## src/rtl/vic_pkg.sv

```systemverilog
package vic_pkg;

    localparam int N_EXT_D  = 8;
    localparam int DATA_W_D = 16;
    localparam int PTR_W_D  = 4;
    localparam int PTR_LSB  = 4;
    localparam int EN_BIT   = 2;
    localparam int MODE_BIT = 0;

    typedef enum logic [3:0] {
        OP_NOP       = 4'd0,
        OP_CLR_CUR   = 4'd1,
        OP_CLR_ALL   = 4'd2,
        OP_RD_VEC    = 4'd3,
        OP_WR_VEC    = 4'd4,
        OP_MASK_CLR  = 4'd5,
        OP_MASK_SET  = 4'd6,
        OP_DISABLE   = 4'd7,
        OP_ENABLE    = 4'd8,
        OP_SEL_LATCH = 4'd9,
        OP_SEL_TRANS = 4'd10,
        OP_LOAD_PTR  = 4'd11,
        OP_CLR_UNDER = 4'd12,
        OP_RD_STAT   = 4'd13
    } vic_op_e;

    // Build the status word: mask in the top bits, enable and mode below.
    function automatic logic [DATA_W_D-1:0] pack_status(
        input logic [N_EXT_D+1:0] mask,
        input logic               en,
        input logic               mode
    );
        logic [DATA_W_D-1:0] w;
        w = '0;
        w[DATA_W_D-1 -: N_EXT_D+2] = mask;
        w[EN_BIT]   = en;
        w[MODE_BIT] = mode;
        return w;
    endfunction

endpackage

```

## src/rtl/vic_req_latch.sv

```systemverilog
module vic_req_latch
    import vic_pkg::*;
#(
    parameter int N_EXT = 8,
    parameter int ID_W  = 4
) (
    input  logic              clk,
    input  logic              rst,
    input  vic_op_e           op,
    input  logic              mode_q,
    input  logic [ID_W-1:0]   cur_id,
    input  logic [N_EXT-1:0]  ext_req,
    input  logic              ovf_req,
    input  logic              cnt_sign,
    output logic [N_EXT+1:0]  pend
);
    localparam int FIRST_EXT = 2;

    logic [N_EXT-1:0] ext_q;
    logic [N_EXT-1:0] clr_cur;
    logic [N_EXT-1:0] clr_vec;
    logic             und_q;
    logic             ovf_q;
    logic             sign_d;

    // Per-line clear decode for the interrupt being serviced
    for (genvar g = 0; g < N_EXT; g++) begin : g_clr
        assign clr_cur[g] = (op == OP_CLR_CUR) && (cur_id == ID_W'(g + FIRST_EXT));
    end

    assign clr_vec = (op == OP_CLR_ALL) ? '1 : clr_cur;

    always_ff @(posedge clk) begin
        if (rst) begin
            ext_q  <= '0;
            und_q  <= 1'b0;
            ovf_q  <= 1'b0;
            sign_d <= 1'b0;
        end else begin
            sign_d <= cnt_sign;
            und_q  <= (cnt_sign & ~sign_d) | (und_q & (op != OP_CLR_UNDER));
            ovf_q  <= ovf_req | (ovf_q & (op != OP_LOAD_PTR));
            if (mode_q || (op == OP_SEL_TRANS)) begin
                ext_q <= '0;
            end else begin
                ext_q <= (ext_q & ~clr_vec) | ext_req;
            end
        end
    end

    assign pend = {ext_q, ovf_q, und_q};


    r10_under_kept_chk: assert property (@(posedge clk) disable iff (rst)
        ((op == OP_CLR_CUR || op == OP_CLR_ALL) && und_q) |=> und_q);


    r10_ovf_kept_chk: assert property (@(posedge clk) disable iff (rst)
        ((op == OP_CLR_CUR || op == OP_CLR_ALL) && ovf_q) |=> ovf_q);


    r11_trans_empty_chk: assert property (@(posedge clk) disable iff (rst)
        (op == OP_SEL_TRANS) |=> (ext_q == '0));

endmodule

```

## src/rtl/vic_arbiter.sv

```systemverilog
module vic_arbiter #(
    parameter int NREQ = 10,
    parameter int ID_W = 4
) (
    input  logic [NREQ-1:0] req,
    output logic            any,
    output logic [ID_W-1:0] win
);
    logic [NREQ-1:0] above;
    logic [NREQ-1:0] grant;

    // Higher index beats lower: a line wins when nothing above it is active
    for (genvar g = 0; g < NREQ; g++) begin : g_pri
        if (g == NREQ - 1) begin : g_top
            assign above[g] = 1'b0;
        end else begin : g_low
            assign above[g] = above[g+1] | req[g+1];
        end
        assign grant[g] = req[g] & ~above[g];
    end

    assign any = |req;

    always_comb begin
        win = '0;
        for (int i = 0; i < NREQ; i++) begin
            if (grant[i]) win = win | ID_W'(i);
        end
    end

endmodule

```

## src/rtl/vic_vecfile.sv

```systemverilog
module vic_vecfile
    import vic_pkg::*;
#(
    parameter int NREQ   = 10,
    parameter int DATA_W = 16,
    parameter int PTR_W  = 4,
    parameter int ID_W   = 4
) (
    input  logic              clk,
    input  logic              rst,
    input  vic_op_e           op,
    input  logic [DATA_W-1:0] data_in,
    input  logic [ID_W-1:0]   win_id,
    output logic [DATA_W-1:0] win_vec,
    output logic [DATA_W-1:0] rd_vec
);
    logic [PTR_W-1:0]  ptr_q;
    logic [DATA_W-1:0] mem_q [NREQ];

    always_ff @(posedge clk) begin
        if (rst) begin
            ptr_q <= '0;
            for (int i = 0; i < NREQ; i++) mem_q[i] <= '0;
        end else begin
            if (op == OP_WR_VEC) begin
                for (int i = 0; i < NREQ; i++) begin
                    if (ptr_q == PTR_W'(i)) mem_q[i] <= data_in;
                end
            end
            if (op == OP_RD_VEC || op == OP_WR_VEC) begin
                ptr_q <= ptr_q + 1'b1;
            end else if (op == OP_LOAD_PTR) begin
                ptr_q <= data_in[PTR_LSB +: PTR_W];
            end
        end
    end

    always_comb begin
        rd_vec  = '0;
        win_vec = '0;
        for (int i = 0; i < NREQ; i++) begin
            if (ptr_q == PTR_W'(i))  rd_vec  = mem_q[i];
            if (win_id == ID_W'(i))  win_vec = mem_q[i];
        end
    end


    r12_ptr_step_chk: assert property (@(posedge clk) disable iff (rst)
        (op == OP_RD_VEC || op == OP_WR_VEC) |=> (ptr_q == PTR_W'($past(ptr_q) + 1'b1)));

endmodule

```

## src/rtl/vic_ctrl.sv

```systemverilog
module vic_ctrl
    import vic_pkg::*;
#(
    parameter int N_EXT  = vic_pkg::N_EXT_D,
    parameter int DATA_W = vic_pkg::DATA_W_D,
    parameter int PTR_W  = vic_pkg::PTR_W_D
) (
    input  logic              clk,
    input  logic              rst,
    input  logic [N_EXT-1:0]  ext_req,
    input  logic              ovf_req,
    input  logic              cnt_sign,
    input  logic [3:0]        op,
    input  logic [DATA_W-1:0] data_in,
    output logic              take,
    output logic [DATA_W-1:0] vec_addr,
    output logic              in_prog,
    output logic [DATA_W-1:0] rd_data
);
    localparam int NREQ = N_EXT + 2;
    localparam int ID_W = $clog2(NREQ);

    vic_op_e           op_e;
    logic [NREQ-1:0]   pend;
    logic [NREQ-1:0]   eff_req;
    logic [NREQ-1:0]   cand;
    logic [NREQ-1:0]   mask_q;
    logic              en_q;
    logic              mode_q;
    logic              inp_q;
    logic [ID_W-1:0]   cur_q;
    logic              take_q;
    logic [DATA_W-1:0] vaddr_q;
    logic [DATA_W-1:0] rd_q;
    logic              any_req;
    logic [ID_W-1:0]   win_id;
    logic [DATA_W-1:0] win_vec;
    logic [DATA_W-1:0] rd_vec;
    logic [NREQ-1:0]   mask_bits;
    logic              take_now;

    assign op_e      = vic_op_e'(op);
    assign mask_bits = data_in[DATA_W-1 -: NREQ];

    vic_req_latch #(.N_EXT(N_EXT), .ID_W(ID_W)) u_latch (
        .clk      (clk),
        .rst      (rst),
        .op       (op_e),
        .mode_q   (mode_q),
        .cur_id   (cur_q),
        .ext_req  (ext_req),
        .ovf_req  (ovf_req),
        .cnt_sign (cnt_sign),
        .pend     (pend)
    );

    // Transparent mode uses the live lines; latched mode the stored ones
    assign eff_req = mode_q ? {ext_req, pend[1:0]} : pend;
    assign cand    = eff_req & ~mask_q;

    vic_arbiter #(.NREQ(NREQ), .ID_W(ID_W)) u_arb (
        .req (cand),
        .any (any_req),
        .win (win_id)
    );

    vic_vecfile #(.NREQ(NREQ), .DATA_W(DATA_W), .PTR_W(PTR_W), .ID_W(ID_W)) u_vec (
        .clk     (clk),
        .rst     (rst),
        .op      (op_e),
        .data_in (data_in),
        .win_id  (win_id),
        .win_vec (win_vec),
        .rd_vec  (rd_vec)
    );

    assign take_now = en_q & ~inp_q & any_req;

    always_ff @(posedge clk) begin
        if (rst) begin
            mask_q  <= '0;
            en_q    <= 1'b0;
            mode_q  <= 1'b0;
            inp_q   <= 1'b0;
            cur_q   <= '0;
            take_q  <= 1'b0;
            vaddr_q <= '0;
            rd_q    <= '0;
        end else begin
            take_q <= take_now;
            if (take_now) begin
                inp_q   <= 1'b1;
                cur_q   <= win_id;
                vaddr_q <= win_vec;
            end else if (op_e == OP_CLR_CUR || op_e == OP_CLR_ALL) begin
                inp_q <= 1'b0;
            end

            unique case (op_e)
                OP_MASK_SET:  mask_q <= mask_q | mask_bits;
                OP_MASK_CLR:  mask_q <= mask_q & ~mask_bits;
                OP_ENABLE:    en_q   <= 1'b1;
                OP_DISABLE:   en_q   <= 1'b0;
                OP_SEL_TRANS: mode_q <= 1'b1;
                OP_SEL_LATCH: mode_q <= 1'b0;
                OP_RD_VEC:    rd_q   <= rd_vec;
                OP_RD_STAT:   rd_q   <= pack_status(mask_q, en_q, mode_q);
                default:      ;
            endcase
        end
    end

    assign take     = take_q;
    assign vec_addr = vaddr_q;
    assign in_prog  = inp_q;
    assign rd_data  = rd_q;


    r5_take_flag_chk: assert property (@(posedge clk) disable iff (rst)
        take |-> in_prog);


    r7_single_take_chk: assert property (@(posedge clk) disable iff (rst)
        take |=> !take);


    r4_disabled_chk: assert property (@(posedge clk) disable iff (rst)
        !en_q |=> !take);


    r3_mask_set_chk: assert property (@(posedge clk) disable iff (rst)
        (op_e == OP_MASK_SET) |=> ((mask_q & $past(mask_bits)) == $past(mask_bits)));


    r3_mask_clr_chk: assert property (@(posedge clk) disable iff (rst)
        (op_e == OP_MASK_CLR) |=> ((mask_q & $past(mask_bits)) == '0));

endmodule

```

## config.mk

```make
export PLATFORM = sky130hd
export DESIGN_NAME = vic_ctrl
export DESIGN_NICKNAME = d
export VERILOG_FILES = /design/src/rtl/vic_pkg.sv /design/src/rtl/vic_req_latch.sv /design/src/rtl/vic_arbiter.sv /design/src/rtl/vic_vecfile.sv /design/src/rtl/vic_ctrl.sv
export SDC_FILE = /design/constraint.sdc
export NUM_CORES = 1
export LEC_CHECK = 0
export BUFFER_PORTS_ARGS = -buffer_cell sky130_fd_sc_hd__buf_2
export CORE_ASPECT_RATIO = 2
export CORE_UTILIZATION = 53
export DETAILED_ROUTE_END_ITERATION = 10
export PLACE_DENSITY = 0.73
export RECOVER_POWER = 25
export SYNTH_ARGS = -nofsm -noshare
export SYNTH_HDL_FRONTEND = slang
export SYNTH_HIERARCHICAL = 1
export SYNTH_SLANG_ARGS = --single-unit
```

## constraint.sdc

```tcl
create_clock -name clk -period 7.4 [get_ports clk]
set_input_delay 0.74 -clock clk [delete_from_list [all_inputs] [get_ports clk]]
set_output_delay 0.74 -clock clk [all_outputs]
set_load 0.005 [all_outputs]
```

# ---- Word level (Yosys, flattened, before mapping)
# Memories as Yosys holds them, arrays and structs flattened.
# Cells that the tools add are included.
dict set report op_classes {
  add_sub_neg 1
  n_eq_ne 40
  n_mux 91
  bitwise 50
  n_reduce_logical 21
}
# operator n
set ops {}
lappend ops {{$mux W16} 30}
lappend ops {{$eq A4 B3 Y1 const B} 16}
lappend ops {{$mux W1} 45}
lappend ops {{$eq A4 B4 Y1 const B} 11}
lappend ops {{$eq A4 B2 Y1 const B} 8}
lappend ops {{$pmux W16 S2} 1}
lappend ops {{$and A10 B10 Y10} 2}
lappend ops {{$not A10 Y10} 2}
lappend ops {{$pmux W10 S2} 1}
lappend ops {{$or A1 B1 Y1} 19}
lappend ops {{$mux W4} 4}
lappend ops {{$and A1 B1 Y1} 13}
lappend ops {{$eq A4 B1 Y1 const B} 3}
lappend ops {{$mux W3} 4}
lappend ops {{$reduce_bool A2 Y1} 6}
lappend ops {{$mux W10} 1}
lappend ops {{$not A1 Y1} 10}
lappend ops {{$or A10 B10 Y10} 1}
lappend ops {{$reduce_or A10 Y1} 1}
lappend ops {{$and A8 B8 Y8} 1}
lappend ops {{$logic_and A1 B1 Y1} 8}
lappend ops {{$logic_not A4 Y1} 2}
lappend ops {{$mux W8} 1}
lappend ops {{$ne A4 B4 Y1 const B} 2}
lappend ops {{7 further kinds} 11}
dict set report word_totals {
  regBits 65
  ram_bits 160
  in_bits 32
  out_inout_bits 34
  elab_cells 217
  memories 1
}
# name words width rd rd_clocked_by_memory_dff write_ports line_no
set mem_list {}
lappend mem_list {u_vec.mem_q 10 16 10 0 10 vic_vecfile.sv:18} ;# logic [DATA_W-1:0] mem_q [NREQ];

# ---- Depth between registers and ports, before layout
# Gate-level depths: netlist of run 1.
dict set report logic_depth {
  word_depth 31
  ltp_mapped 15
  ltp_nobuf 11
}

# ---- Modules after synthesis
# The synthesis of run 1 kept the hierarchy.
# mod instances cells_per_inst area_per_inst_um2 seq_area_each_um2
set modules_own_cells {}
lappend modules_own_cells {vic_vecfile 1 907 9619.2 4884.7}
lappend modules_own_cells {vic_ctrl 1 237 2065.7 1001.0}
lappend modules_own_cells {vic_req_latch 1 60 544.3 220.2}
lappend modules_own_cells {vic_arbiter 1 16 86.3 0.0}

# ---- Least setup slack after synthesis of run 1
# OpenSTA, ideal clock, no wires.
dict set report synth_timing {
  kind {input port to flip-flop}
  start {input port ext_req[5]}
  end {register vaddr_q[1], in the netlist vec_addr[1]}
  setup_ns 0.070
  arrival_time_ns 2.958
  required_time_ns 7.330
  slack_ns 4.372
  cell_stages 14
  n_path_buf 3
  path_cell_list {mux2i_1 -> nor2_1 -> nor4_2 -> nand2_1 -> o221ai_1 -> buf_2 -> buf_2 -> clkbuf_1 -> nand3b_1 -> o211ai_1 -> o2111ai_1 -> a21oi_1 -> nand2_1 -> a21oi_1}
}
dict set report synth_via {
  elab_chain_len 30
  word_cells_on_any_way 52
  cone_classes {9 x eq/ne; 20 x mux; 21 x bitwise; 2 x reduce/logical}
}
# item line_no
set synth_rtl {}
lappend synth_rtl {{start, declared} vic_ctrl.sv:10} ;# input logic [N_EXT-1:0] ext_req,
lappend synth_rtl {{$mux W10 *} vic_ctrl.sv:58} ;# assign eff_req = mode_q ? {ext_req, pend[1:0]} : pend;
lappend synth_rtl {{$and A10 B10 Y10 *} vic_ctrl.sv:59} ;# assign cand = eff_req & ~mask_q;
lappend synth_rtl {{net cand[7]} vic_ctrl.sv:26} ;# logic [NREQ-1:0] cand;
lappend synth_rtl {{$or A1 B1 Y1 (6 in a row)} vic_arbiter.sv:17} ;# assign above[g] = above[g+1] | req[g+1];
lappend synth_rtl {{$not A1 Y1} vic_arbiter.sv:19} ;# assign grant[g] = req[g] & ~above[g];
lappend synth_rtl {{$and A1 B1 Y1} vic_arbiter.sv:19}
lappend synth_rtl {{$mux W1} vic_arbiter.sv:27} ;# if (grant[i]) win = win | ID_W'(i);
lappend synth_rtl {{$mux W2 (2 in a row)} vic_arbiter.sv:27}
lappend synth_rtl {{$mux W3 (3 in a row)} vic_arbiter.sv:27}
lappend synth_rtl {{$mux W3 *} vic_arbiter.sv:27}
lappend synth_rtl {{$mux W4 * (2 in a row)} vic_arbiter.sv:27}
lappend synth_rtl {{net win_id[0]} vic_ctrl.sv:36} ;# logic [ID_W-1:0] win_id;
lappend synth_rtl {{$logic_not A4 Y1} vic_vecfile.sv:43} ;# if (win_id == ID_W'(i)) win_vec = mem_q[i];
lappend synth_rtl {{$mux W16 (9 in a row)} vic_vecfile.sv:43}
lappend synth_rtl {{$mux W16 *} vic_vecfile.sv:43}
lappend synth_rtl {{net win_vec[1]} vic_ctrl.sv:37} ;# logic [DATA_W-1:0] win_vec;
lappend synth_rtl {{end signal, assigned} vic_ctrl.sv:94} ;# vaddr_q <= win_vec;
lappend synth_rtl {{end, declared} vic_ctrl.sv:33} ;# logic [DATA_W-1:0] vaddr_q;
# The timed path passes the listed nets; every way through them passes the cells marked *.
# A chain may end at the register's enable or synchronous reset.

==> results of run 1 <==
==> power groups by stage <==
stage          clock (mW)  combinational [mW]  sequential, mW
3_5_place_dp            0               0.580            1.46
2_1_floorplan           0               0.402            1.44
5_1_grt              1.07               0.638            1.44
4_1_cts              1.03               0.584            1.43
6_report             1.02               0.604            1.44
3_3_place_gp            0               0.578            1.46
==> worst register-to-register path: stages, from the launching register on <==
cell and delay (ns):
dfxtp_1 0.70, mux2i_1 0.27, nor2_1 0.10, nor4_2 0.40
nand2_1 0.16, o221ai_4 0.76, nand4bb_1 1.08, o22ai_1 0.55
a31o_2 0.16, a31oi_1 0.05, nand2_1 0.10, a21oi_1 0.09
==> path summary, 6_finish.rpt <==
kind | start | slack [ns] | endpoint
worst max-delay path | rst | 1.67 | u_vec/mem_q[2][9]
worst min-delay path | cnt_sign | 0.45 | u_latch/sign_d
worst max register to register | mode_q | 2.72 | vec_addr[11]
worst min register to register | vec_addr[6] | 0.46 | vec_addr[6]
==> state kept, by name (all words and copies together), names as in the netlist, named ones only <==
signal,cells
vec_addr,16
in_prog,1
u_latch/ext_q,8
en_q,1
take,1
u_latch/sign_d,1
u_vec/ptr_q,4
rd_data,16
u_latch/ovf_q,1
cur_q,4
u_vec/mem_q,160
mode_q,1
u_latch/und_q,1
==> synth_stat cells, types with 4 or more instances <==
cell type  number  share of area
and2_2         12         0.0073
buf_4           4         0.0024
and3_2         10         0.0061
nand3b_1        6         0.0037
nor3_1         23         0.0093
edfxtp_1      160           0.39
nand2_1        62          0.019
a211o_1        15          0.011
o2bb2ai_1      24          0.017
buf_1           7         0.0021
a2bb2oi_1      15          0.011
dfxtp_1        65           0.11
or3b_2          4         0.0028
and2_1        133          0.068
a22o_1         15          0.011
a21o_1          9         0.0055
buf_2          23         0.0093
a221oi_1       19          0.014
o211ai_1        4         0.0024
mux2_2         13          0.012
mux2i_1        30          0.024
o22ai_1        25          0.013
ha_1            4         0.0041
a31o_2          9         0.0064
a22oi_1        18          0.011
inv_1          36          0.011
a31oi_1        27          0.014
and3_1         15         0.0076
a21oi_1        99          0.040
nor2_1         60          0.018
a211oi_1       15         0.0091
nor2b_1        25          0.013
nand2b_1       10         0.0051
o21ai_0        33          0.013
clkbuf_1       67          0.020
o311ai_1        7         0.0050
clkbuf_2        5         0.0020
nand3_1        39          0.016
buf_6           8         0.0073
==> final cells by class <==
cell class                      count  share of cell area
Antenna cell                        1            0.000190
Timing Repair Buffer               82              0.0313
Sequential cell                   225               0.464
Tap cell                          280              0.0266
Multi-Input combinational cell    844               0.421
Clock buffer                       26              0.0413
Inverter                           36              0.0103
Clock inverter                     11             0.00580
==> layer usage <==
metal  routed length [µm]  part of all wire  global-route usage  up-vias
met2                19800              0.47               0.573      713
met4                 4160             0.099               0.310        0
li1                     -                 -                   -     4502
met5                    0                 0                   0        -
met3                 4100             0.097              0.0717      256
met1                14000              0.33               0.406     4852
==> kinds of logic after synthesis <==
logic type / after synthesis / share of synthesized area
simple gates: 435 / 0.205
compound gates: 360 / 0.200
flops: 225 / 0.496
buf+inv: 151 / 0.0559
mux: 44 / 0.0381
fa+ha+maj: 4 / 0.00406
xor+xnor: 1 / 0.000711
==> through the flow <==
stage	setup slack, ns	std cells	utilization	hold WS, ns
6_report	1.67	1505	0.579	0.447
2_1_floorplan	4.37	1220	-	0.452
3_3_place_gp	3.11	1467	0.554	0.449
4_1_cts	3.02	1504	0.582	0.438
3_5_place_dp	3.06	1467	0.554	0.449
5_1_grt	1.46	1505	0.579	0.466
==> key figures, run 1 <==
Run status
  – Outcome: finished, violations left
  – Failing checks: capacitance limit, slew limit

Yosys
  – Syn_nets: 1,256
  – Yosys warnings: 6
  – Syn Area/Cell: 10.1 µm²
  – Synth Cell Area: approximately 12,000 µm²
  – Synthesized flop and latch total: about 230
  – Yosys cell types: roughly 80
  – Commonest register cell after synthesis: edfxtp_1
  – Asr flop ratio synth: 0
  – Number of flops mapped to enable cells by yosys: 160
  – Syn Inst Count: 1,220
  – Seq/Total Area, Yosys: 0.496

Pwr
  – Pwr/cell area: 233 nW/µm²
  – Total power: 3.06 mW
  – VDD IR max: around 0.21 mV
  – P_int: 2.15 mW
  – Leakage power figure: 4.80 nW
  – Seq pwr share: 0.468
  – Switching pwr: 0.915 mW
  – Combinational power share: 0.197
  – Net Sw Frac: 0.298
  – Clock share of power: 0.334

Layout
  – Storage cell area: roughly 6100 µm²
  – Layout area overhead: 6.89%
  – Filler cells: a little under 2k
  – Nets: 1,246
  – Layout cells sized above 1: 0.125
  – Most frequent cells in the layout: edfxtp_1, and2_1, a21oi_1
  – Commonest non-fill, non-tap cell in the layout: edfxtp_1
  – Final Cell Area: 13,200 µm²
  – Area occupied by multi-input gates: 5540 µm²

Global route
  – Initial antenna violation count: 1
  – Overflow after GRT: 0
  – Number of global-route vias before repair: 10.1k
  – Largest net degree at the start of global routing: 72
  – GRT Total Usage: 0.361
  – First-pass GRT wire length: 61,800 µm

Floorplan
  – Core Region: 22,700 µm²
  – Die Area: ~24,000 µm²
  – Num rows: just under 80
  – Die Wd: roughly 110 µm
  – Initial Util: 0.542
  – Ports: 66
  – Die height: 218 µm

CTS
  – Clock tree buffer depth: 3
  – Clock Sinks: between 200 and 250
  – CTS buffer count: 21
  – Clock transition at path regs: roughly 0.06 ns
  – Setup bufs post-CTS: 0
  – Clk Latency, worst-skew pair: between 0.5 and 0.6 ns
  – PostCTS Resize Cnt: 0
  – Hold-fix buffers, CTS: 0
  – CTS tree: done
  – H-tree depth: 1
  – Root Buffer: clkbuf_16

Route
  – Vias post-DR: 10.3k
  – Routed Antenna Nets: 0
  – Vias per cell: 6.86
  – Drt first pass iters: 5
  – Total wire length: approximately 42,000 µm
  – Routed WL per cell: 28.0 µm
  – DRC Markers: 0
  – Iter 0 DRT Violations: about 1.3k

Worst setup path
  – Worst-path fanout max: 71
  – Worst Path Required: 7.67 ns
  – Reg2reg path depth: 11
  – CP startpoint kind: input pin
  – Crit path kind: input pin to flip-flop
  – Critical-path cell list: buf_2 -> clkbuf_1 -> nor2_1 -> and3_2 -> and2_1
  – WP buf/inv: 2
  – Crit path max-delay family: simple AND/OR/NAND/NOR gates
  – Crit-path max cell delay: 2.42 ns
  – Worst path depth: 5
  – Crit end category: flip-flop
  – Critical path arrival: 5.99 ns
  – Slowest-stage cell, CP: clkbuf_1

STA
  – Rel. slew slack: -1.31
  – Slew at the pin with the worst max-slew slack: 3.46 ns
  – Setup TNS: 0 ns
  – Final setup vio count: 0
  – RSZ-0062 raised after global routing: no
  – Period utilisation layout: 0.774
  – Final Max Slew Viols: 96
  – Clock Skew: roughly 0.0086 ns
  – Fin crit period: 5.73 ns
  – F_max: 175 MHz
  – Hold Fails Final Rpt: 0

Placed design
  – Placer Congestion: 0.926
  – Post-DP Area: 12,600 µm²
  – Hpwl dp: 26,900 µm
  – IO buf count: 65

Hold path
  – Hold crit path type: input pin to flip-flop
  – Hold Path Depth: 2

Run
  – Max-cap viol count: 2
Power figures use the tool's default switching activity.
==> run 2: changes to the inputs <==
--- a/config.mk
+++ b/config.mk
@@ -9,7 +9,7 @@
 export CORE_ASPECT_RATIO = 2
 export CORE_UTILIZATION = 53
 export DETAILED_ROUTE_END_ITERATION = 10
-export PLACE_DENSITY = 0.73
+export PLACE_DENSITY = 0.75
 export RECOVER_POWER = 25
 export SYNTH_ARGS = -nofsm -noshare
 export SYNTH_HDL_FRONTEND = slang
==> constraint.sdc (replaced) <==
create_clock -name clk -period 4.65 [get_ports clk]
set_input_delay 0.465 -clock clk [delete_from_list [all_inputs] [get_ports clk]]
set_output_delay 0.465 -clock clk [all_outputs]
set_load 0.005 [all_outputs]
==> run 2 against run 1 <==
Net effect:
- the flow still finishes with violations (capacitance limit, slew limit)
- routed wire length decreased by 5.2%
- largest power group unchanged
- worst hold slack got worse by 0.28 ns
- clock skew increased by 0.016 ns
==> key figures, run 2 (synthesis results as in run 1) <==
STA
  – Slew at the pin with the worst max-slew slack: 2.49 ns (-0.968 ns)
  – Hold Fails Final Rpt: 0 (unchanged)
  – Final Max Slew Viols: 100 (+4.2%)
  – F_max: 257 MHz
  – RSZ-0062 raised after global routing: no
  – Period utilisation layout: 0.838
  – Fin crit period: 3.90 ns
  – Post-route setup slack: 0.754 ns (-0.920 ns)
  – Rel. slew slack: -0.661 (+0.646)
  – Clock Skew: 0.0246 ns (+0.0160 ns)
  – Setup TNS: 0 ns (unchanged)
  – Final setup vio count: 0 (unchanged)

CTS
  – Clock tree buffer depth: 3 (unchanged)
  – H-tree depth: 1 (unchanged)
  – Hold-fix buffers, CTS: 0 (unchanged)
  – Clk Latency, worst-skew pair: 0.54 ns (+0.02 ns)
  – Clock Sinks: 225 (unchanged)
  – PostCTS Resize Cnt: 0 (unchanged)
  – CTS tree: done
  – Setup bufs post-CTS: 0 (unchanged)
  – Root Buffer: clkbuf_16
  – CTS buffer count: 21 (unchanged)
  – Clock transition at path regs: 0.07 ns (about the same)

Route
  – Total wire length: 39,900 µm (-5.2%)
  – Routed Antenna Nets: 0 (unchanged)
  – DRC Markers: 0 (unchanged)
  – Vias post-DR: 10.1k (-2.1%)
  – Routed WL per cell: 26.4 µm (-5.7%)
  – Drt first pass iters: 6 (+1)
  – Vias per cell: 6.68 (-2.6%)
  – Iter 0 DRT Violations: 1,232 (-5.9%)

Global route
  – Largest net degree at the start of global routing: 53 (-26%)
  – GRT Total Usage: 0.341 (-0.0203)
  – Overflow after GRT: 0 (unchanged)
  – Initial antenna violation count: 4 (+3)
  – First-pass GRT wire length: 59,300 µm (-4.1%)
  – Number of global-route vias before repair: 9,775 (-3.3%)

Worst setup path
  – CP startpoint kind: flip-flop
  – Critical path arrival: 4.20 ns (-1.79 ns)
  – Crit end category: flip-flop
  – Worst Path Required: 4.95 ns (-2.72 ns)
  – Reg2reg path depth: 9 (-2)
  – Crit path kind: flip-flop to flip-flop
  – Crit path from: u_vec/ptr_q[0]
  – Worst-path fanout max: 22 (-69%)
  – Worst R2R Start: u_vec/ptr_q[0]

Layout
  – Number of flip-flops in the largest register: 160 (unchanged)
  – Nets: 1,252 (+0.48%)
  – Commonest non-fill, non-tap cell in the layout: edfxtp_1
  – Layout area overhead: 7.27%
  – Fin util: 0.581 (+0.00209)
  – Layout Cells excl Fill: 1,513 (+0.53%)
  – Filler cells: 1,984 (+1.3%)
  – Layout cells sized above 1: 0.131 (+0.00579)
  – Most frequent cells in the layout: edfxtp_1, and2_1, a21oi_1
  – Largest Register: u_vec/mem_q

Run status
  – Outcome: finished, violations left
  – Failing checks: capacitance limit, slew limit

Hold path
  – Hold crit path type: input pin to flip-flop
  – Hold Path Depth: 3 (+1)
  – HP Start: ovf_req

Pwr
  – VDD IR max: 0.373 mV (+76%)
  – Pwr/cell area: 371 nW/µm² (+59%)
  – Leakage power figure: 4.83 nW (+0.78%)

Floorplan
  – Die Wd: 110 µm (unchanged)
  – Die Area: 23,900 µm² (unchanged)
  – Die height: 218 µm (unchanged)
  – Core Region: 22,700 µm² (unchanged)
  – Num rows: 78 (unchanged)
  – Ports: 66 (unchanged)
  – Initial Util: 0.542 (unchanged)

Placed design
  – Placer Congestion: 0.988 (+6.7%)
  – IO buf count: 65 (unchanged)
  – Hpwl dp: 27,700 µm (+2.9%)
  – Pre-CTS setup slack: 0.954 ns (-2.10 ns)
  – Placed Instances: 1,473 (+0.41%)

Run
  – Max-cap viol count: 3 (+1)
run 2: cell count changes in the layout (fill, tap and decap cells not counted), sizes merged:
cell	change
clkinv	-3
buf	+4
diode	+1
clkbuf	+4
inv	+3
bufinv	-1
run 2: worst paths after layout:
path	slack, ns	to
max	0.75	rd_data[7]
min	0.16	u_latch/ovf_q
max reg2reg	0.75	rd_data[7]
min reg2reg	0.47	vec_addr[14]
run 2: metrics by stage:
step | total power [mW] | hold slack, ns | area (µm²)
2_1_floorplan | 2.94 | 0.452 | 12300
3_3_place_gp | 3.24 | 0.447 | 12700
3_5_place_dp | 3.25 | 0.451 | 12700
4_1_cts | 4.88 | 0.156 | 13300
5_1_grt | 5.05 | 0.169 | 13200
6_report | 4.90 | 0.164 | 13200
run 2: layout make-up:
| class | count | area [µm²] | area share |
|---|---|---|---|
| Tap cell | 280 | 350 | 0.0265 |
| Sequential cell | 225 | 6110 | 0.462 |
| Antenna cell | 2 | 5.00 | 0.000379 |
| Clock inverter | 10 | 71.3 | 0.00540 |
| Inverter | 36 | 135 | 0.0102 |
| Multi-Input combinational cell | 844 | 5530 | 0.418 |
| Timing Repair Buffer | 88 | 449 | 0.0340 |
| Clock buffer | 28 | 567 | 0.0429 |
run 2: critical path, cell delays in order, from the launching register on:
cell       delay, ns
dfxtp_1         0.45
ha_1            0.19
clkbuf_1        1.10
nand3b_1        0.13
clkbuf_1        0.57
a2bb2oi_1       0.32
a22oi_1         0.17
nand3_1         0.37
o22ai_1         0.28
nor3_1          0.08
run 2: routing by layer:
layer / global-route usage / vias up / wire (µm)
met4: 0.252 / 2 / 3200
met1: 0.381 / 4799 / 13600
met3: 0.0762 / 183 / 3740
li1: - / 4506 / -
met5: 0 / - / 11
met2: 0.556 / 615 / 19400
run 2: report_power, final:
| group | total, mW | switching, mW | internal, mW |
|---|---|---|---|
| combinational | 0.965 | 0.638 | 0.327 |
| sequential | 2.28 | 0.0608 | 2.22 |
| clock | 1.65 | 0.780 | 0.871 |
==> run 3: changes to the inputs <==
==> constraint.sdc (replaced) <==
create_clock -name clk -period 3.2 [get_ports clk]
set_input_delay 0.32 -clock clk [delete_from_list [all_inputs] [get_ports clk]]
set_output_delay 0.32 -clock clk [all_outputs]
set_load 0.005 [all_outputs]
==> run 3 against run 2 <==
Net effect:
- the run ends with setup timing left
- core utilization is 2.6 points higher
- fmax up 20%
- sequential cell count stayed put
- cell area grew 4.4%
- setup slack got worse by 0.80 ns
- total power up 53%
- worst hold slack worse by 0.15 ns
- count of clock-buffer cells in the layout fell by 1
- non-clock buffer count up 57
- register-to-register slack worse by 0.80 ns
- die area unchanged
- global-route usage rose by 6.5 points
==> key figures, run 3 (synthesis results as in run 1) <==
Run status
  – Outcome: finished, violations left
  – Failing checks: setup timing

Global route
  – Largest net degree at the start of global routing: 51 (-3.8%)
  – Number of global-route vias before repair: 10.6k (+8.5%)
  – First-pass GRT wire length: 68,200 µm (+15%)
  – Overflow after GRT: 0 (unchanged)
  – Initial antenna violation count: 6 (+2)
  – GRT Total Usage: 0.406 (+0.0654)

CTS
  – CTS tree: done
  – Clock Sinks: 225 (unchanged)
  – Root Buffer: clkbuf_16
  – Clk Latency, worst-skew pair: 0.54 ns (about the same)
  – Clock tree buffer depth: 3 (unchanged)
  – H-tree depth: 1 (unchanged)
  – Clock transition at path regs: 0.07 ns (about the same)
  – CTS buffer count: 21 (unchanged)

Worst setup path
  – Reg2reg path depth: 8 (-1)
  – Crit path kind: flip-flop to flip-flop
  – Critical path arrival: 3.62 ns (-0.58 ns)
  – Worst-path fanout max: 17 (-23%)
  – Reg2reg end: rd_data[13]
  – Crit end category: flip-flop
  – Worst R2R Start: u_vec/ptr_q[0]
  – CP startpoint kind: flip-flop
  – R2R Setup Slk: -0.05 ns (-0.80 ns)
  – Worst Path Required: 3.57 ns (-1.38 ns)

STA
  – Slew at the pin with the worst max-slew slack: 1.49 ns (-1.00 ns)
  – Hold Fails Final Rpt: 0 (unchanged)
  – Final Max Slew Viols: 0 (-100%)
  – Period utilisation layout: 1.02 (+0.178)
  – Clock Skew: 0.0137 ns (-0.0109 ns)
  – Post-route setup slack: -0.0497 ns (-0.804 ns)
  – Rel. slew slack: 0.00651 (+0.667)
  – RSZ-0062 raised after global routing: no
  – Fin crit period: 3.25 ns (-0.646 ns)
  – F_max: 308 MHz (+20%)
  – Final setup vio count: 1 (+1)

Layout
  – Fin util: 0.607 (+0.0256)
  – Layout cells sized above 1: 0.172 (+0.0416)
  – Number of flip-flops in the largest register: 160 (unchanged)
  – Nets: 1,309 (+4.6%)
  – Largest Register: u_vec/mem_q
  – Layout Cells excl Fill: 1,572 (+3.9%)
  – Most frequent cells in the layout: edfxtp_1, and2_1, a21oi_1
  – Commonest non-fill, non-tap cell in the layout: edfxtp_1
  – Layout area overhead: 12.0%

Hold path
  – Hold Path Depth: 2 (-1)
  – Hold EP: u_latch/sign_d
  – Hold crit path type: input pin to flip-flop
  – HP Start: cnt_sign

Run
  – Max-cap viol count: 0 (-3)

Floorplan
  – Ports: 66 (unchanged)
  – Initial Util: 0.542 (unchanged)
  – Core Region: 22,700 µm² (unchanged)
  – Die Wd: 110 µm (unchanged)
  – Die Area: 23,900 µm² (unchanged)
  – Die height: 218 µm (unchanged)
  – Num rows: 78 (unchanged)

Route
  – Vias per cell: 6.89 (+3.2%)
  – Routed WL per cell: 30.3 µm (+15%)
  – Drt first pass iters: 5 (-1)
  – Total wire length: 47,600 µm (+19%)
  – Vias post-DR: 10.8k (+7.3%)
  – DRC Markers: 0 (unchanged)
  – Iter 0 DRT Violations: 1,341 (+8.8%)
  – Routed Antenna Nets: 0 (unchanged)

Placed design
  – Pre-CTS setup slack: 0.0228 ns (-0.931 ns)
  – Placer Congestion: 1.01 (+2.5%)
  – Hpwl dp: 32,000 µm (+16%)
  – IO buf count: 65 (unchanged)
  – Placed Instances: 1,529 (+3.8%)

Pwr
  – VDD IR max: 0.506 mV (+36%)
  – Leakage power figure: 5.20 nW (+7.5%)
  – Pwr/cell area: 542 nW/µm² (+46%)
-- run 3: cell types whose count changed in the layout (fill, tap and decap cells not counted), sizes merged --
cell / before / now
clkbuf: 61 / 59
bufinv: 0 / 2
inv: 39 / 40
clkinvlp: 3 / 2
clkinv: 4 / 3
diode: 2 / 4
buf: 55 / 112
dlygate4sd3: 0 / 1
-- run 3: worst max-delay path by stage --
stage	start	to	slack, ns	cells after the start
6_report	u_vec/ptr_q[0]	rd_data[13]	-0.05	8
5_1_grt	mode_q	vec_addr[0]	0.02	13
4_1_cts	mode_q	vec_addr[15]	0.01	12
3_5_place_dp	mode_q	vec_addr[15]	0.02	12
3_3_place_gp	mode_q	vec_addr[8]	0.03	12
2_1_floorplan	mode_q	vec_addr[1]	0.27	15
-- run 3: timing repair --
item,4_1_cts,5_1_grt
hold buffers,1,0
buffers inserted,0,0
endpoints found under the setup margin,0,15
hold endpoints to repair,1,0
gates resized for setup,0,4
-- run 3: per-stage QoR --
stage | power (mW) | TNS (ns) | area (µm²) | hold WS, ns
6_report | 7.48 | -0.0497 | 13800 | 0.0154
5_1_grt | 7.66 | 0 | 13800 | 0.0215
4_1_cts | 7.41 | 0 | 13800 | 0.0165
3_5_place_dp | 4.93 | 0 | 13200 | 0.447
3_3_place_gp | 4.93 | 0 | 13200 | 0.443
2_1_floorplan | 4.27 | 0 | 12300 | 0.392
-- run 3: area by class of cell --
class                      count  area, µm²
fill                        1965       8950
multi-input combinational    844       5550
timing repair buffer         145        976
clock inverter                11       96.3
clock buffer                  27        569
inverter                      36        135
tap                          280        350
antenna                        4       10.0
sequential                   225       6110
-- run 3: power breakdown --
group          internal [mW]  switching, mW  total [mW]
logic                  0.594           1.05        1.64
registers               3.23         0.0948        3.32
clock network           1.36           1.16        2.51
-- run 3: metal layers --
metal / vias to the layer above / track usage / part of all wire
met1: 5198 / 0.441 / 0.33
met2: 733 / 0.669 / 0.49
met4: 4 / 0.295 / 0.085
met5: - / 0 / 0.00048
met3: 278 / 0.107 / 0.10
li1: 4625 / - / -
-- run 3: critical path, stage by stage (launching register included) --
cell       delay (ns)
dfxtp_1          0.47
ha_1             0.32
nand3b_1         0.11
clkbuf_1         0.61
a2bb2oi_1        0.34
a22oi_1          0.18
nand3_1          0.24
a22oi_1          0.69
a21oi_1          0.13
